$ cat src/rtl/prio_irq_pkg.sv
package prio_irq_pkg;
  typedef enum logic {
    SENSE_EDGE  = 1'b0,
    SENSE_LEVEL = 1'b1
  } sense_e;
endpackage

$ cat src/rtl/prio_irq_pend.sv
module prio_irq_pend
  import prio_irq_pkg::*;
#(
  parameter int N_EXT = 4,
  parameter int NSRC  = 8
) (
  input  logic             clk_i,
  input  logic             rst_ni,
  input  logic [NSRC-1:0]  line_i,
  input  logic [N_EXT-1:0] level_i,
  input  logic [NSRC-1:0]  clr_i,
  output logic [NSRC-1:0]  req_o
);
  logic [NSRC-1:0] prev_q, pend_q, pend_d;

  for (genvar i = 0; i < NSRC; i++) begin : g_src
    sense_e sense;
    logic   edge_now;
    if (i < N_EXT) begin : g_cfg
      assign sense = level_i[i] ? SENSE_LEVEL : SENSE_EDGE;
    end else begin : g_fix
      assign sense = SENSE_EDGE;
    end
    assign edge_now = line_i[i] & ~prev_q[i];
    always_comb begin
      if (sense == SENSE_LEVEL) begin
        req_o[i]  = line_i[i];
        pend_d[i] = 1'b0;
      end else begin
        req_o[i]  = pend_q[i] | edge_now;
        pend_d[i] = (pend_q[i] | edge_now) & ~clr_i[i];
      end
    end


    pend_hold_chk: assert property (@(posedge clk_i) disable iff (!rst_ni)
      (sense == SENSE_EDGE && pend_q[i] && !clr_i[i]) |=> pend_q[i]);

    pend_clr_chk: assert property (@(posedge clk_i) disable iff (!rst_ni)
      clr_i[i] |=> !pend_q[i]);
  end

  always_ff @(posedge clk_i or negedge rst_ni) begin
    if (!rst_ni) begin
      prev_q <= '0;
      pend_q <= '0;
    end else begin
      prev_q <= line_i;
      pend_q <= pend_d;
    end
  end
endmodule

$ cat src/rtl/prio_irq_arb.sv
module prio_irq_arb #(
  parameter int NSRC   = 8,
  parameter int PRIO_W = 4,
  localparam int IDX_W = (NSRC > 1) ? $clog2(NSRC) : 1
) (
  input  logic [NSRC-1:0]        req_i,
  input  logic [NSRC-1:0]        en_i,
  input  logic [NSRC*PRIO_W-1:0] prio_i,
  output logic                   win_valid_o,
  output logic [IDX_W-1:0]       win_idx_o,
  output logic [PRIO_W-1:0]      win_prio_o
);
  // strict compare: prio 0 never wins, ties keep lowest index
  always_comb begin
    win_valid_o = 1'b0;
    win_idx_o   = '0;
    win_prio_o  = '0;
    for (int i = 0; i < NSRC; i++) begin
      if (req_i[i] && en_i[i] && (prio_i[i*PRIO_W +: PRIO_W] > win_prio_o)) begin
        win_valid_o = 1'b1;
        win_idx_o   = IDX_W'(i);
        win_prio_o  = prio_i[i*PRIO_W +: PRIO_W];
      end
    end
  end
endmodule

$ cat src/rtl/prio_irq_isr_stack.sv
module prio_irq_isr_stack #(
  parameter int PRIO_W = 4,
  localparam int DEPTH = (1 << PRIO_W) - 1,
  localparam int CNT_W = $clog2(DEPTH + 1)
) (
  input  logic              clk_i,
  input  logic              rst_ni,
  input  logic              push_i,
  input  logic [PRIO_W-1:0] push_prio_i,
  input  logic              pop_i,
  output logic [PRIO_W-1:0] top_prio_o
);
  logic [PRIO_W-1:0] stk_q [DEPTH+1];
  logic [CNT_W-1:0]  cnt_q, cnt_pop;

  assign cnt_pop    = (pop_i && cnt_q != '0) ? cnt_q - CNT_W'(1) : cnt_q;
  assign top_prio_o = (cnt_q == '0) ? '0 : stk_q[cnt_q - CNT_W'(1)];

  always_ff @(posedge clk_i or negedge rst_ni) begin
    if (!rst_ni) begin
      cnt_q <= '0;
      for (int i = 0; i <= DEPTH; i++) stk_q[i] <= '0;
    end else begin
      if (push_i) stk_q[cnt_pop] <= push_prio_i;
      cnt_q <= cnt_pop + (push_i ? CNT_W'(1) : CNT_W'(0));
    end
  end


  pop_dec_chk: assert property (@(posedge clk_i) disable iff (!rst_ni)
    (pop_i && !push_i && cnt_q != '0) |=> cnt_q == $past(cnt_q) - CNT_W'(1));

  pop_empty_chk: assert property (@(posedge clk_i) disable iff (!rst_ni)
    (pop_i && !push_i && cnt_q == '0) |=> cnt_q == '0);

  push_mono_chk: assert property (@(posedge clk_i) disable iff (!rst_ni)
    (push_i && !pop_i) |-> push_prio_i > top_prio_o);
endmodule

$ cat src/rtl/prio_irq_ctrl.sv
module prio_irq_ctrl #(
  parameter int N_EXT  = 4,
  parameter int N_TMR  = 2,
  parameter int N_IPI  = 2,
  parameter int PRIO_W = 4,
  parameter int VEC_W  = 8,
  localparam int NSRC  = N_EXT + N_TMR + N_IPI,
  localparam int IDX_W = (NSRC > 1) ? $clog2(NSRC) : 1
) (
  input  logic                   clk_i,
  input  logic                   rst_ni,
  input  logic [N_EXT-1:0]       ext_req_i,
  input  logic [N_TMR-1:0]       tmr_evt_i,
  input  logic [N_IPI-1:0]       ipi_evt_i,
  input  logic [N_EXT-1:0]       ext_level_i,
  input  logic [NSRC-1:0]        src_en_i,
  input  logic [NSRC*PRIO_W-1:0] src_prio_i,
  input  logic [NSRC*VEC_W-1:0]  src_vec_i,
  input  logic [VEC_W-1:0]       spur_vec_i,
  input  logic                   ack_i,
  input  logic                   eoi_i,
  output logic                   irq_o,
  output logic [VEC_W-1:0]       ack_vec_o
);
  logic [NSRC-1:0]   line, req, clr;
  logic              win_valid, grant, take;
  logic [IDX_W-1:0]  win_idx;
  logic [PRIO_W-1:0] win_prio, isr_top;

  assign line = {ipi_evt_i, tmr_evt_i, ext_req_i};

  prio_irq_pend #(.N_EXT(N_EXT), .NSRC(NSRC)) i_pend (
    .clk_i, .rst_ni, .line_i(line), .level_i(ext_level_i),
    .clr_i(clr), .req_o(req)
  );

  prio_irq_arb #(.NSRC(NSRC), .PRIO_W(PRIO_W)) i_arb (
    .req_i(req), .en_i(src_en_i), .prio_i(src_prio_i),
    .win_valid_o(win_valid), .win_idx_o(win_idx), .win_prio_o(win_prio)
  );

  prio_irq_isr_stack #(.PRIO_W(PRIO_W)) i_stack (
    .clk_i, .rst_ni, .push_i(take), .push_prio_i(win_prio),
    .pop_i(eoi_i), .top_prio_o(isr_top)
  );

  // one snapshot drives vector, clear and push
  assign grant     = win_valid && (win_prio > isr_top);
  assign irq_o     = grant;
  assign take      = ack_i && grant;
  assign clr       = take ? (NSRC'(1) << win_idx) : '0;
  assign ack_vec_o = take ? src_vec_i[int'(win_idx)*VEC_W +: VEC_W] : spur_vec_i;


  ack_push_chk: assert property (@(posedge clk_i) disable iff (!rst_ni)
    (take && !eoi_i) |=> isr_top == $past(win_prio));

  spur_nochg_chk: assert property (@(posedge clk_i) disable iff (!rst_ni)
    (ack_i && !irq_o && !eoi_i) |=> $stable(isr_top));

  irq_src_chk: assert property (@(posedge clk_i) disable iff (!rst_ni)
    irq_o |-> (win_valid && win_prio != '0));
endmodule

$ cat config.mk
export PLATFORM = sky130hd
export DESIGN_NAME = prio_irq_ctrl
export DESIGN_NICKNAME = d
export VERILOG_FILES = /design/src/rtl/prio_irq_pkg.sv /design/src/rtl/prio_irq_pend.sv /design/src/rtl/prio_irq_arb.sv /design/src/rtl/prio_irq_isr_stack.sv /design/src/rtl/prio_irq_ctrl.sv
export SDC_FILE = /design/constraint.sdc
export NUM_CORES = 1
export LEC_CHECK = 0
export BUFFER_PORTS_ARGS = -buffer_cell sky130_fd_sc_hd__buf_2
export CAP_MARGIN = 20
export CORE_ASPECT_RATIO = 1.4
export CORE_MARGIN = 1
export CORE_UTILIZATION = 35
export CTS_BUF_LIST = sky130_fd_sc_hd__clkbuf_8
export DETAILED_ROUTE_END_ITERATION = 12
export HOLD_SLACK_MARGIN = 0.08
export PLACE_DENSITY_LB_ADDON = 0.15
export SLEW_MARGIN = 20
export SYNTH_ARGS = -nofsm -noshare
export SYNTH_HDL_FRONTEND = slang
export SYNTH_SLANG_ARGS = --single-unit
$ cat constraint.sdc
create_clock -name clk_i -period 16.85 [get_ports clk_i]
set_clock_uncertainty 0.05 [all_clocks]
set_input_delay 0.8425 -clock clk_i [delete_from_list [all_inputs] [get_ports clk_i]]
set_output_delay 0.8425 -clock clk_i [all_outputs]
set_load 0.005 [all_outputs]
==> out/qor.yml <==
portBuffers: 136
period_needed_ps: 15710
final_cell_mix: "buf_2 (135), mux2_2 (91), dfrtp_1 (84)"
wl_per_cell_um: 18.1
drt_wl_total_um: 17700
grt_setup_unrepaired: "no"
cts_buffers: 9
die_h_um: 159
async_flop_share_pct: 100
synth_nets: 757
seq_area_um2: 2100
critPathMaxFanout: 17
startpoint: "ext_req_i[0]"
dr.pass1.iters: 8
synth-simple-area-share_pct: 12.2
yosysWarnings: 0
clk_latency_ps: 360
max_freq_mhz: 63.6
cp-end-kind: "output pin"
dr.first_iter.drc_count: 265
grt_overflow_total: 0
worstPathRequired_ps: 15960
io_pins: 137
track_usage_pct: 20.0
hold_viol: 0
start_util_pct: 35.7
mostFrequentLayoutCell: "buf_2"
cts_root_buffer: "clkbuf_8"
rr_startpoint: "i_pend.prev_q[0]"
slew_headroom_pct: 24.6
vias: 5160
worstHoldPathCells: 1
rrSetupSlack_ps: 2120
die_area_um2: 18200
synth-edff-count: 0
min_to: "i_stack.stk_q[9]"
fin_crit_sh_pct: 93.3
max_cap_viol_count: 0
cts_buffer_depth: 2
path_clk_slew_ps: 80
die_x_um: 114
critPathLaunchType: "input port"
setup_violations: 0
hold_path_class: "register to register"
p_per_area_nw_per_um2: 175
num-fill-cells: 1716
critical_path.max_stage_delay_ps: 400
routed_via_density: 5.28
synthXorXnorAreaFrac_pct: 1.28
path_class: "input port to output pin"
synth_fa_ha_area_share_pct: 6.60
postLayoutCellArea_um2: 7430
synth_mux_area_share_pct: 24.9
placementRows: 57
drc_errors: 0
yosysSeqAreaShare_pct: 34.0
antenna_found_initial: 7
multi_input_area_um2: 3890
syn_inst: 598
grt_pass1_vias: 5365
ant_nets: 0
hpwl_um: 14100
slew_viol_final: 0
place_area_um2: 7060
reg2regPathDepth: 71
drive_above_1_share_pct: 41.1
cts.sinks: 84
synth_cell_type_count: 67
ys_ff_latch: 84
r2r_end: "i_stack.stk_q[21]"
grt_max_degree: 85
crit_top_cell: "ha_1"
syn_area_per_cell_um2: 10.3
instances_no_fill: 977
cts-htree-levels: 3
status: "completed"
p_leak_nw: 3.49
worst_pin_slew_ps: 1130
hold_path.startpoint: "i_stack.stk_q[9]"
core_area_um2: 17300
synth_top_family_by_area: "multiplexers"
cp_data_arrival_time_ps: 14820
synth-main-ff-cell: "dfrtp_1"
syn_to_final_growth_pct: 20.2
ir_drop_mv: 0.0725
nets: 890
grt_first_pass_wirelength_um: 28000
dpl.cell_count: 950
cts_tree: "yes"
netlist_area_um2: 6180
gp_congestion: 0.917
synth-compound-area-share_pct: 15.9
critPathSlowestCell: "mux2_2"
-- worst max-delay path: cells and delay by family --
family / cells / cell delay [ps]
adders and majority gates: 8 / 1990
AOI/OAI and AO/OA: 31 / 6300
and+or+nand+nor: 16 / 2540
muxes: 6 / 1740
buffers and inverters: 12 / 1360
-- logic make-up (layout without fill, tap and decap cells) --
family | count (synthesis) | count (layout)
AOI/OAI and AO/OA | 131 | 131
xor gates and xnor gates | 9 | 9
adders and majority gates | 33 | 33
buffers and inverters | 70 | 207
DFF | 84 | 84
muxes | 118 | 118
other | 0 | 6
and+or+nand+nor | 153 | 153
-- state kept, by name (all words and copies together), names as in the netlist --
register / cells
i_stack.cnt_q: 4
i_pend.prev_q: 8
i_pend.pend_q: 8
i_stack.stk_q: 64
-- metrics by stage --
stage               power [mW]  hold slack, ps  util [%]  setup TNS (ps)  setup WS [ps]
floorplan                0.910             424         -               0           2520
global placement          1.12             432      40.8               0            298
detailed placement        1.14             437      40.8           -4380           -595
CTS                       1.29             455      42.0               0            107
global route              1.41             473      42.8               0           5.37
finish                    1.30             456      42.9               0           1140
-- timing repair --
action,in CTS,in global routing
pin swaps,0,4
hold buffers,0,0
buffers inserted,0,6
endpoints found under the hold margin,0,0
endpoints found under the setup margin,8,74
resized for setup,6,16
-- layout make-up --
class / instances / area share, %
clock inverters: 6 / 0.758
clock buffers: 9 / 1.67
diodes: 6 / 0.202
well taps: 236 / 3.97
multi-input cells: 444 / 52.4
inverters: 44 / 2.22
flip-flops and latches: 84 / 28.3
repair buffers: 148 / 10.5
-- cells in the mapped netlist, types with 3 or more instances --
| library cell | number | area share [%] |
|---|---|---|
| and3_1 | 6 | 0.61 |
| o21ai_0 | 16 | 1.3 |
| clkbuf_1 | 12 | 0.73 |
| nand4_1 | 3 | 0.30 |
| ha_1 | 31 | 6.3 |
| xnor2_1 | 9 | 1.3 |
| and2_1 | 6 | 0.61 |
| nand2_1 | 55 | 3.3 |
| inv_1 | 43 | 2.6 |
| dfrtp_1 | 84 | 34 |
| o21a_1 | 7 | 0.85 |
| o211ai_1 | 13 | 1.6 |
| nor2_1 | 22 | 1.3 |
| buf_2 | 6 | 0.49 |
| a21o_1 | 4 | 0.49 |
| a21oi_1 | 24 | 1.9 |
| mux2_2 | 91 | 17 |
| o21ai_2 | 4 | 0.57 |
| or3_1 | 5 | 0.51 |
| a222oi_1 | 8 | 1.3 |
| mux2i_4 | 3 | 1.1 |
| a211oi_1 | 21 | 2.6 |
| nand3_1 | 22 | 1.8 |
| nand2b_1 | 6 | 0.61 |
| nor2b_1 | 9 | 0.91 |
| buf_6 | 6 | 1.1 |
| a31oi_1 | 4 | 0.40 |
| mux2i_1 | 7 | 1.1 |
| nor3_1 | 9 | 0.73 |
| mux4_2 | 16 | 5.8 |
-- layer usage --
metal	global-route usage (%)	vias to the layer above	routed length (um)
met1	21.9	2527	6850
li1	-	2498	-
met2	37.1	105	9690
met5	0	-	11
met3	4.72	28	761
met4	6.43	2	425
-- power breakdown --
part	switching [mW]	total [mW]	leakage, nW	internal, mW
sequential	0.0327	0.302	1.08	0.269
clock	0.0707	0.137	0.102	0.0667
combinational	0.476	0.858	2.30	0.382
total	0.579	1.30	3.49	0.719
-- worst max path at each step --
stage / to / depth (start not counted)
floorplan: ack_vec_o[0] / 77
global placement: ack_vec_o[5] / 70
detailed placement: ack_vec_o[6] / 70
CTS: ack_vec_o[6] / 71
global route: ack_vec_o[4] / 72
finish: ack_vec_o[4] / 73
(Power assumes the default switching activity.)
